## src/rtl/ecc_log_pkg.sv

```systemverilog
// Package: shared constants and helpers for the ECC first-failure logger.
// Assumes a 32-bit register data path and byte offsets on the register port.
package ecc_log_pkg;

    localparam int unsigned WORD_W = 32;

    // Register byte offsets; software depends on these values.
    localparam logic [3:0] OFF_STATUS  = 4'h0;
    localparam logic [3:0] OFF_CE_ECC  = 4'h4;
    localparam logic [3:0] OFF_UE_LO   = 4'h8;
    localparam logic [3:0] OFF_UE_HI   = 4'hC;

    // Bit positions of the flags in the status word.
    localparam int unsigned CE_BIT = 0;
    localparam int unsigned UE_BIT = 1;

    // Check bits per data word: 8 per 64 data bits, i.e. DQ/9.
    function automatic int unsigned ecc_width(input int unsigned dq);
        return dq / 9;
    endfunction

endpackage

```

## src/rtl/ecc_log_capture.sv

```systemverilog
// Module: one-shot capture unit for a single error class.
// Holds a sticky flag and a data register. Data is loaded when a strobe
// arrives while the flag is clear, or in the same cycle as a clear request,
// in which case the new error wins. Assumes the clear request is a
// single-cycle pulse from the register decoder.
module ecc_log_capture #(
    parameter int unsigned W = 8
) (
    input  logic         clk,
    input  logic         rst_n,
    input  logic         strobe,
    input  logic         clear_req,
    input  logic [W-1:0] data_in,
    output logic         flag,
    output logic [W-1:0] data_q
);

    logic load;

    // Capture is armed when the flag is clear or being cleared right now.
    always_comb begin
        load = strobe && (!flag || clear_req);
    end

    // Sticky flag: a strobe sets it, a clear drops it, and a strobe beats a clear.
    always_ff @(posedge clk) begin
        if (!rst_n) begin
            flag <= 1'b0;
        end else if (strobe) begin
            flag <= 1'b1;
        end else if (clear_req) begin
            flag <= 1'b0;
        end
    end

    // Data register: loaded only on an armed strobe, otherwise held.
    always_ff @(posedge clk) begin
        if (!rst_n) begin
            data_q <= '0;
        end else if (load) begin
            data_q <= data_in;
        end
    end

endmodule

```

## src/rtl/ecc_log_bus.sv

```systemverilog
// Module: register port decoder and read multiplexer.
// Turns write-one-to-clear writes to the status word into clear pulses and
// selects read data by byte offset. Reads are combinational, and unmapped
// offsets return zero. Assumes every input word is already zero-padded.
module ecc_log_bus
    import ecc_log_pkg::*;
#(
    parameter int unsigned REG_AW = 4
) (
    input  logic              reg_en,
    input  logic              reg_we,
    input  logic [REG_AW-1:0] reg_addr,
    input  logic [WORD_W-1:0] reg_wdata,
    input  logic              ce_flag,
    input  logic              ue_flag,
    input  logic [WORD_W-1:0] ce_word,
    input  logic [WORD_W-1:0] lo_word,
    input  logic [WORD_W-1:0] hi_word,
    output logic              ce_clear,
    output logic              ue_clear,
    output logic [WORD_W-1:0] reg_rdata
);

    logic              wr_status;
    logic              rd_cycle;
    logic [WORD_W-1:0] unused_wdata_bits;

    assign unused_wdata_bits = reg_wdata;

    // Decode a write to the status word and pick out the one-bits.
    always_comb begin
        wr_status = reg_en && reg_we && (reg_addr == REG_AW'(OFF_STATUS));
        ce_clear  = wr_status && reg_wdata[CE_BIT];
        ue_clear  = wr_status && reg_wdata[UE_BIT];
    end

    // Read multiplexer by exact byte offset; anything else reads zero.
    always_comb begin
        rd_cycle  = reg_en && !reg_we;
        reg_rdata = '0;
        if (rd_cycle) begin
            if (reg_addr == REG_AW'(OFF_STATUS)) begin
                reg_rdata[CE_BIT] = ce_flag;
                reg_rdata[UE_BIT] = ue_flag;
            end else if (reg_addr == REG_AW'(OFF_CE_ECC)) begin
                reg_rdata = ce_word;
            end else if (reg_addr == REG_AW'(OFF_UE_LO)) begin
                reg_rdata = lo_word;
            end else if (reg_addr == REG_AW'(OFF_UE_HI)) begin
                reg_rdata = hi_word;
            end
        end
    end

endmodule

```

## src/rtl/ecc_first_fail_log.sv

```systemverilog
// Module: ECC first-failure logger, top level.
// Combines one capture unit for correctable errors (check bits) and one for
// uncorrectable errors (address) with the register decoder. Assumes
// ADDR_W <= 64 and that the check-bit width fits in 32 bits.
module ecc_first_fail_log
    import ecc_log_pkg::*;
#(
    parameter int unsigned DQ_W   = 72,
    parameter int unsigned ADDR_W = 40,
    parameter int unsigned REG_AW = 4
) (
    input  logic                          clk,
    input  logic                          rst_n,
    input  logic                          ce_strobe,
    input  logic                          ue_strobe,
    input  logic [ADDR_W-1:0]             err_addr,
    input  logic [ecc_width(DQ_W)-1:0]    err_ecc,
    input  logic                          reg_en,
    input  logic                          reg_we,
    input  logic [REG_AW-1:0]             reg_addr,
    input  logic [WORD_W-1:0]             reg_wdata,
    output logic [WORD_W-1:0]             reg_rdata
);

    localparam int unsigned ECC_W = ecc_width(DQ_W);

    logic              ce_flag;
    logic              ue_flag;
    logic              ce_clear;
    logic              ue_clear;
    logic [ECC_W-1:0]  ecc_q;
    logic [ADDR_W-1:0] addr_q;
    logic [WORD_W-1:0] ce_word;
    logic [WORD_W-1:0] lo_word;
    logic [WORD_W-1:0] hi_word;

    ecc_log_capture #(.W(ECC_W)) u_ce_cap (
        .clk       (clk),
        .rst_n     (rst_n),
        .strobe    (ce_strobe),
        .clear_req (ce_clear),
        .data_in   (err_ecc),
        .flag      (ce_flag),
        .data_q    (ecc_q)
    );

    ecc_log_capture #(.W(ADDR_W)) u_ue_cap (
        .clk       (clk),
        .rst_n     (rst_n),
        .strobe    (ue_strobe),
        .clear_req (ue_clear),
        .data_in   (err_addr),
        .flag      (ue_flag),
        .data_q    (addr_q)
    );

    // Zero-pad the check bits up to a register word.
    assign ce_word = WORD_W'(ecc_q);

    // Split the address into two words; the upper word exists only for wide addresses.
    generate
        if (ADDR_W > WORD_W) begin : g_wide_addr
            assign lo_word = addr_q[WORD_W-1:0];
            assign hi_word = WORD_W'(addr_q[ADDR_W-1:WORD_W]);
        end else begin : g_narrow_addr
            assign lo_word = WORD_W'(addr_q);
            assign hi_word = '0;
        end
    endgenerate

    ecc_log_bus #(.REG_AW(REG_AW)) u_bus (
        .reg_en    (reg_en),
        .reg_we    (reg_we),
        .reg_addr  (reg_addr),
        .reg_wdata (reg_wdata),
        .ce_flag   (ce_flag),
        .ue_flag   (ue_flag),
        .ce_word   (ce_word),
        .lo_word   (lo_word),
        .hi_word   (hi_word),
        .ce_clear  (ce_clear),
        .ue_clear  (ue_clear),
        .reg_rdata (reg_rdata)
    );

endmodule

```

## config.mk

```make
export PLATFORM = sky130hd
export DESIGN_NAME = ecc_first_fail_log
export DESIGN_NICKNAME = d
export VERILOG_FILES = /design/src/rtl/ecc_log_pkg.sv /design/src/rtl/ecc_log_capture.sv /design/src/rtl/ecc_log_bus.sv /design/src/rtl/ecc_first_fail_log.sv
export SDC_FILE = /design/constraint.sdc
export NUM_CORES = 1
export LEC_CHECK = 0
export ABC_CLOCK_PERIOD_IN_PS = 3800
export BUFFER_PORTS_ARGS = -buffer_cell sky130_fd_sc_hd__clkbuf_2
export CORE_MARGIN = 4
export CORE_UTILIZATION = 40
export DETAILED_ROUTE_END_ITERATION = 6
export GPL_ROUTABILITY_DRIVEN = 0
export PLACE_DENSITY = 0.71
export SYNTH_ARGS = -nofsm -noshare
export SYNTH_HDL_FRONTEND = slang
export SYNTH_SLANG_ARGS = --single-unit
```

## constraint.sdc

```tcl
create_clock -name clk -period 3.8 [get_ports clk]
set_clock_uncertainty 0.15 [all_clocks]
set_input_delay 0.19 -clock clk [delete_from_list [all_inputs] [get_ports clk]]
set_output_delay 0.19 -clock clk [all_outputs]
set_load 0.03 [all_outputs]
```

# After elaboration in Yosys (flattened, before gate mapping)
# Cells that the tools add are included.
word_totals:
  register_bits: 50
  latch_bits: 0
  ramBits: 0
  rom_bits: 0
  out_inout_bits: 32
  elab_cells: 32
  n_memories: 0
classes:
  n_addsub: 0
  mul: 0
  n_div: 0
  order_cmp: 0
  n_eq_ne: 3
  shifts: 0
  muxes: 10
  bitwise_logic: 0
  reduce_logical: 15
ops:
  columns: ["cell", "count"]
  rows:
  - ["$mux W32", 3]
  - ["$mux W30", 1]
  - ["$eq A4 B4 Y1 const B", 2]
  - ["$mux W8", 1]
  - ["$logic_and A1 B1 Y1", 7]
  - ["$eq A4 B3 Y1 const B", 1]
  - ["$logic_not A4 Y1", 1]
  - ["$mux W1", 4]
  - ["$reduce_bool A2 Y1", 2]
  - ["$logic_not A1 Y1", 3]
  - ["$logic_or A1 B1 Y1", 2]
  - ["$mux W2", 1]

# Logic depth before layout (Yosys ltp)
# Gate-level depths: netlist of the first run.
logic_depth:
  depth_word: 6
  depth_mapped: 5
  mapped_depth_nobuf: 3

# Cells and area by module
# From an unflattened synthesis of the first run, not the netlist that was laid out.
hier_totals:
  hier_cells: 374
  area_unflattened_um2: 3047.9
by_module_without_submodules:
  columns: ["module", "n_inst", "cells_each", "area_per_inst_um2", "seq_area_each_um2"]
  rows:
  - ["ecc_log_capture (u_ue_cap)", 1, 178, 1681.6, 820.8]
  - ["ecc_log_bus", 1, 156, 985.9, 0.0]
  - ["ecc_log_capture (u_ce_cap)", 1, 39, 376.6, 180.2]
  - ["ecc_first_fail_log", 1, 1, 3.8, 0.0]

# Worst setup path after synthesis of the first run
# No wires, ideal clock.
synth_timing:
  path_type: "input to output"
  startpoint: "input port reg_addr[1]"
  endpoint: "output port reg_rdata[2]"
  arrival_ps: 1626
  required_time_ps: 3460
  path_slack_ps: 1834
  path_stages: 3
  path_cell_list: "nor2_4 -> o211ai_1 -> nor4_1"
synth_via:
  elab_chain_cells: 6
  elab_cells_between_ends: 9
  cone_classes: "3 x eq/ne; 5 x mux; 1 x reduce/logical"
synth_lines:
  columns: ["element", "line_no", "source"]
  rows:
  - ["start: declaration", "ecc_first_fail_log.sv:20", "input logic [REG_AW-1:0] reg_addr,"]
  - ["$eq A4 B4 Y1", "ecc_log_bus.sv:49", "end else if (reg_addr == REG_AW'(OFF_UE_HI)) begin"]
  - ["$mux W8", "ecc_log_bus.sv:49", null]
  - ["$mux W32", "ecc_log_bus.sv:47", "end else if (reg_addr == REG_AW'(OFF_UE_LO)) begin"]
  - ["$mux W32", "ecc_log_bus.sv:45", "end else if (reg_addr == REG_AW'(OFF_CE_ECC)) begin"]
  - ["$mux W30 (*)", "ecc_log_bus.sv:42", "if (reg_addr == REG_AW'(OFF_STATUS)) begin"]
  - ["$mux W32 (*)", "ecc_log_bus.sv:41", "if (rd_cycle) begin"]
  - ["end: declaration", "ecc_first_fail_log.sv:22", "output logic [WORD_W-1:0] reg_rdata"]
# Every way passes the cells marked *; elsewhere a longest branch is shown, timed or not.

# Worst setup path in the final report of the first run
layout_timing:
  startpoint: "input port reg_addr[2]"
  endpoint: "output port reg_rdata[29]"
layout_via:
  elab_chain_cells: 5
  elab_cells_between_ends: 7
  cone_classes: "2 x eq/ne; 4 x mux; 1 x reduce/logical"
layout_lines:
  columns: ["element", "line_no"]
  rows:
  - ["$eq A4 B4 Y1", "ecc_log_bus.sv:47"]
  - ["$mux W32", "ecc_log_bus.sv:47"]
  - ["$mux W32", "ecc_log_bus.sv:45"]
  - ["$mux W30 (*)", "ecc_log_bus.sv:42"]
  - ["$mux W32 (*)", "ecc_log_bus.sv:41"]
# Marked as above.

==> impl_metrics.tcl, run 1 <==
set metrics [dict create \
    ys_warn_count 0 \
    syn_to_final_growth_pct 42.3 \
    cts_buffer_depth 2 \
    syn_avg_cell_area_sq_um 8.50 \
    fill_cells 523 \
    fmaxAchievable_mhz 435 \
    async_flop_share_pct 0 \
    synth.net_count 382 \
    grtUsageTotal_pct 17.7 \
    crit_type "primary input to output port" \
    p_int_uw 810 \
    layout-drive-gt1-share_pct 25.4 \
    p_leak_nw 1.76 \
    cp_max_fo 24 \
    reg2reg_from "u_ue_cap.flag" \
    die_h_um 86.8 \
    rows 28 \
    hold_class "primary input to flip-flop" \
    wl_mm 6.17 \
    drt_iter0_markers 74 \
    drv_slew 0 \
    setup-tns-final_ns 0 \
    core-area_sq_um 5960 \
    yosysSeqAreaShare_pct 40.3 \
    slew_headroom_pct 35.7 \
    synthMostInstantiatedCell "nand2_1" \
    cp_cell_sequence "clkbuf_2, nand2b_1, nor4b_4, and2_1, clkbuf_2" \
    critical-path-slowest-cell "nor4b_4" \
    seqPwrFrac_pct 52.7 \
    grt_pass1_vias 2549 \
    period_minus_slack_ns 2.30 \
    netlist_top_cells_area "dfxtp_1 40%, mux2i_1 19%, nand2_1 15%, and2_1 6.1%, a41oi_4 2.2%" \
    hold_start "ce_strobe" \
    cts-root-buf "clkbuf_8" \
    grt_overflow_total 0 \
    yosys.area.top_type "dfxtp_1" \
    finalHoldViolations 0 \
    synth-main-ff-cell "dfxtp_1" \
    crit_top_cell "clkbuf_2" \
    chipWidth_um 86.8 \
    hpwlAfterDp_mm 4.08 \
    seq_area_sq_um 1000 \
    port_buffers 91 \
    vdd_drop_max_v 0.000201 \
    dr.pass1.iters 6 \
    p_sw_share_pct 25.6 \
    tightest_slew_ns 0.961 \
    vias_per_cell 4.73 \
    cts.sinks 50 \
    multi_input_area_sq_um 1360 \
    synth_edf_count 0 \
    htree_num_levels 2 \
    whs_endpoint "u_ce_cap.flag" \
    min_path_cells 2 \
    r2r_end "u_ue_cap.data_q[23]" \
    antenna_found_initial 0 \
    drcViolationCount 0 \
    outcome "finished clean" \
    design.die.area_sq_um 7530 \
    yosysTopAreaCellShare_pct 40.3 \
    cts_tree "yes" \
    crit_path_start_kind "primary input" \
    grt_pass1_wl_mm 10.9 \
    r2r_slack_ns 1.88 \
    ys_seq_elements 50 \
    wire_per_inst_um 12.4 \
    rsz0062_at_grt "no" \
    cp.required_ns 3.46 \
    postCtsSetupBuffers 0 \
    dr_total_vias 2353 \
    end_kind "output port" \
    cts_resized 0 \
    holdWs_ns 0.0247 \
    power.share.combinational_pct 18.0 \
    cts_hold_buf 49 \
    grt_max_degree 57 \
    boundaryPins 122 \
    clk_latency_ns 0.29 \
    start_util_pct 41.7 \
    syn_area_sq_um 2480 \
    clk_pin_slew_ns 0.09 \
    post-route-period-util_pct 60.5 \
    diodes 0 \
    reg2regPathDepth 4 \
    synth_cell_types 26 \
    arrival_ns 1.96 \
    switchingPower_uw 279 \
    max_cap_violations 0 \
    postSynthCellCount 292 \
    p_clk_share_pct 29.2 \
    synth_common_cells "99 x nand2_1, 50 x dfxtp_1, 48 x mux2i_1" \
    antenna_left 0 \
    max_stage_delay_ns 0.86 \
    finalSetupViolations 0 \
    cts_buffers 5 \
    powerDensity_nw_per_um2 308 \
    num-nets-final 511 \
]
-- layout make-up --
type	instances	share of cell area [%]
Timing Repair Buffer	142	27.6
Tap cell	75	2.66
Multi-Input combinational cell	220	38.6
Sequential cell	50	28.4
Clock inverter	1	0.142
Clock buffer	7	2.45
Inverter	2	0.213
-- how the worst max path moves through the flow --
stage	start	endpoint	slack, ns
finish	reg_addr[2]	reg_rdata[29]	1.50
global route	reg_addr[2]	reg_rdata[31]	1.29
CTS	reg_addr[2]	reg_rdata[12]	1.49
detailed placement	reg_addr[2]	reg_rdata[12]	1.49
global placement	reg_addr[2]	reg_rdata[27]	1.46
floorplan	reg_addr[1]	reg_rdata[2]	1.83
-- sequential cells by signal, indices dropped and copies added (netlist names) --
register,cells
u_ue_cap.data_q,40
u_ce_cap.data_q,8
u_ce_cap.flag,1
u_ue_cap.flag,1
-- worst max-delay path: cells and delay by family --
family                 cells  cell delay (ns)
AND/OR/NAND/NOR            3             1.35
buffers and inverters      2             0.40
-- metrics by stage --
| stage | power [mW] | setup WS (ns) | std cells | utilization (%) | instance area (sq um) |
|---|---|---|---|---|---|
| after floorplan | 0.689 | 1.83 | 292 | - | 2480 |
| after global placement | 0.737 | 1.46 | 440 | 49.5 | 2950 |
| after detailed placement | 0.743 | 1.49 | 440 | 49.5 | 2950 |
| after CTS | 1.10 | 1.49 | 497 | 59.3 | 3530 |
| after global routing | 1.15 | 1.29 | 497 | 59.3 | 3530 |
| final | 1.09 | 1.50 | 497 | 59.3 | 3530 |
-- metal layers --
metal / part of all wire [%] / wire [um] / track usage [%] / vias up
li1: - / - / - / 1224
met1: 44 / 2730 / 20.4 / 1064
met2: 49 / 3030 / 32.3 / 59
met3: 5.8 / 356 / 4.66 / 6
met4: 0.92 / 57 / 4.67 / 0
met5: 0 / 0 / 0 / -
-- power by group through the flow --
stage	clock [mW]	combinational (mW)	sequential [mW]
floorplan	0	0.108	0.582
global placement	0	0.152	0.585
detailed placement	0	0.157	0.586
CTS	0.332	0.197	0.574
global route	0.355	0.220	0.579
finish	0.318	0.196	0.574
-- cells by family (layout without fill, tap and decap cells) --
kind of cell | Yosys count | after routing | share of synthesized area (%)
mux | 48 | 48 | 19.4
flops | 50 | 50 | 40.3
simple gates | 151 | 151 | 28.5
buf+inv | 22 | 152 | 4.74
compound gates | 21 | 21 | 7.06
-- cells in the final DEF (no fill, tap or decap) --
cell	Yosys	layout
clkbuf_1	12	1
nor4b_4	1	1
or4b_1	1	1
and2_1	24	24
clkbuf_8	0	6
nand2b_1	1	1
o211ai_1	3	3
a21bo_2	2	2
a31oi_1	2	2
and4bb_4	1	1
mux2i_1	48	48
buf_2	2	1
nor2_4	1	1
inv_1	2	2
buf_4	0	1
o21a_1	2	2
or4_1	1	1
clkbuf_2	2	90
buf_12	0	1
o21ai_0	2	2
a21oi_1	8	8
dfxtp_1	50	50
nor2_1	12	12
nand2_1	99	99
clkinv_2	0	1
a41oi_4	2	2
nor4_1	6	6
nor4b_1	1	1
dlygate4sd3_1	0	49
nor2b_1	3	3
No activity file was read; power rests on OpenSTA's default activity.
==> run 2: changes to the inputs <==
ABC_CLOCK_PERIOD_IN_PS = 2300   (was 3800)
clock period = 2.3 ns   (was 3.8 ns; I/O delays follow)
==> impl_metrics.tcl, run 2 (synthesized netlist as in run 1, its figures left out) <==
set metrics [dict create \
    layout_commonest_cell "nand2_1" \
    p_leak_nw 1.77 \
    finalHoldViolations 0 \
    cts_buffers 5 \
    chipWidth_um 86.8 \
    stdcell_count 501 \
    cts-root-buf "clkbuf_8" \
    cts_buffer_depth 2 \
    drt_iter0_markers 56 \
    max_cap_violations 0 \
    syn_to_final_growth_pct 43.7 \
    hold_class "primary input to flip-flop" \
    mostFrequentLayoutCells "99 x nand2_1, 90 x clkbuf_2, 50 x dlygate4sd3_1, 50 x dfxtp_1, 48 x mux2i_1" \
    finalSetupViolations 0 \
    end_kind "output port" \
    clk_latency_ns 0.29 \
    post-route-period-util_pct 77.4 \
    drv_slew 0 \
    outcome "finished clean" \
    cts_tree "yes" \
    rows 28 \
    boundaryPins 122 \
    postCtsSetupBuffers 0 \
    tightest_slew_ns 0.548 \
    rsz0062_at_grt "no" \
    dp_cells 443 \
    dr_total_vias 2411 \
    vias_per_cell 4.81 \
    crit_top_cell "clkbuf_2" \
    antenna_found_initial 0 \
    regMostFlops "u_ue_cap.data_q" \
    layout-drive-gt1-share_pct 26.1 \
    num-nets-final 515 \
    wl_mm 6.39 \
    antenna_left 0 \
    cp_max_fo 24 \
    cts.sinks 50 \
    reg_top3 "u_ue_cap.data_q (40), u_ce_cap.data_q (8)" \
    cp.required_ns 2.04 \
    powerDensity_nw_per_um2 506 \
    diodes 0 \
    grt_pass1_vias 2429 \
    die_h_um 86.8 \
    critical-path-slowest-cell "nand2b_1" \
    grt_max_degree 57 \
    drcViolationCount 0 \
    port_buffers 91 \
    critPathBufInv 3 \
    wire_per_inst_um 12.8 \
    core-area_sq_um 5960 \
    crit_family "simple AND/OR/NAND/NOR gates" \
    max_stage_delay_ns 0.26 \
    fill_cells 535 \
    vdd_drop_max_v 0.000370 \
    grt_pass1_wl_mm 10.7 \
    hpwlAfterDp_mm 4.08 \
    htree_num_levels 2 \
    fmaxAchievable_mhz 562 \
    crit_path_start_kind "primary input" \
    crit_type "primary input to output port" \
    start_util_pct 41.7 \
    grt_overflow_total 0 \
    dr.pass1.iters 4 \
    period_minus_slack_ns 1.78 \
    design.die.area_sq_um 7530 \
    setup-tns-final_ns 0 \
    arrival_ns 1.52 \
    cp_cell_sequence "clkbuf_2, nand2b_1, nor4b_4, buf_4, and2_1, clkbuf_2" \
    grtUsageTotal_pct 17.7 \
    slew_headroom_pct 63.3 \
    clk_pin_slew_ns 0.09 \
    largest_reg_flops 40 \
]
[run 2: worst paths after layout]
kind	from	to	slack, ns	cells past startpoint
worst min-delay path	reg_wdata[0]	u_ce_cap.flag	0.06	3
worst max register to register	u_ue_cap.flag	u_ue_cap.data_q[29]	0.78	4
worst min register to register	u_ue_cap.data_q[16]	u_ue_cap.data_q[16]	0.31	2
worst max-delay path	reg_addr[2]	reg_rdata[29]	0.52	6
[run 2: area by class of cell]
cell class                 instances  area (sq um)  area share (%)
clock buffer                       5          68.8            1.93
clock inverter                     3          25.0           0.702
inverter                           2          7.51           0.211
multi-input combinational        220          1360            38.2
sequential                        50          1000            28.1
tap                               75          93.8            2.63
timing repair buffer             146          1010            28.2
[run 2: routing by layer]
metal  track usage (%)  up-vias  routed length (um)
li1                  -     1228                   -
met1              22.0     1115                2740
met2              30.4       64                3200
met3              3.80        4                 390
met4              5.52        0                  50
met5                 0        -                   0
[run 2: metrics by stage]
stage	util, %	setup WS, ns	hold WS, ns	area (sq um)	total power, mW
6_report	59.9	0.519	0.0580	3560	1.80
5_1_grt	59.9	0.434	0.0506	3560	1.91
4_1_cts	59.9	0.537	0.0404	3560	1.83
3_5_place_dp	49.9	0.507	0.197	2970	1.23
3_3_place_gp	49.9	0.541	0.192	2970	1.22
2_1_floorplan	-	0.484	0.0888	2480	1.14
[run 2: report_power, final]
part | internal, mW | switching (mW) | total, mW
clock | 0.220 | 0.304 | 0.524
combinational | 0.175 | 0.154 | 0.330
sequential | 0.922 | 0.0265 | 0.948
[run 2: worst reg2reg max path: cells and delay by family, from the launching register on]
family	cells	cell delay (ns)
AOI/OAI and AO/OA	1	0.17
DFF	1	0.36
muxes	1	0.29
buffers and inverters	1	0.40
and+or+nand+nor	1	0.08
[run 2: timing repair]
| action | CTS | global route |
|---|---|---|
| hold buffers | 50 | 0 |
| hold endpoints to repair | 50 | 0 |
| gates resized for setup | 0 | 0 |
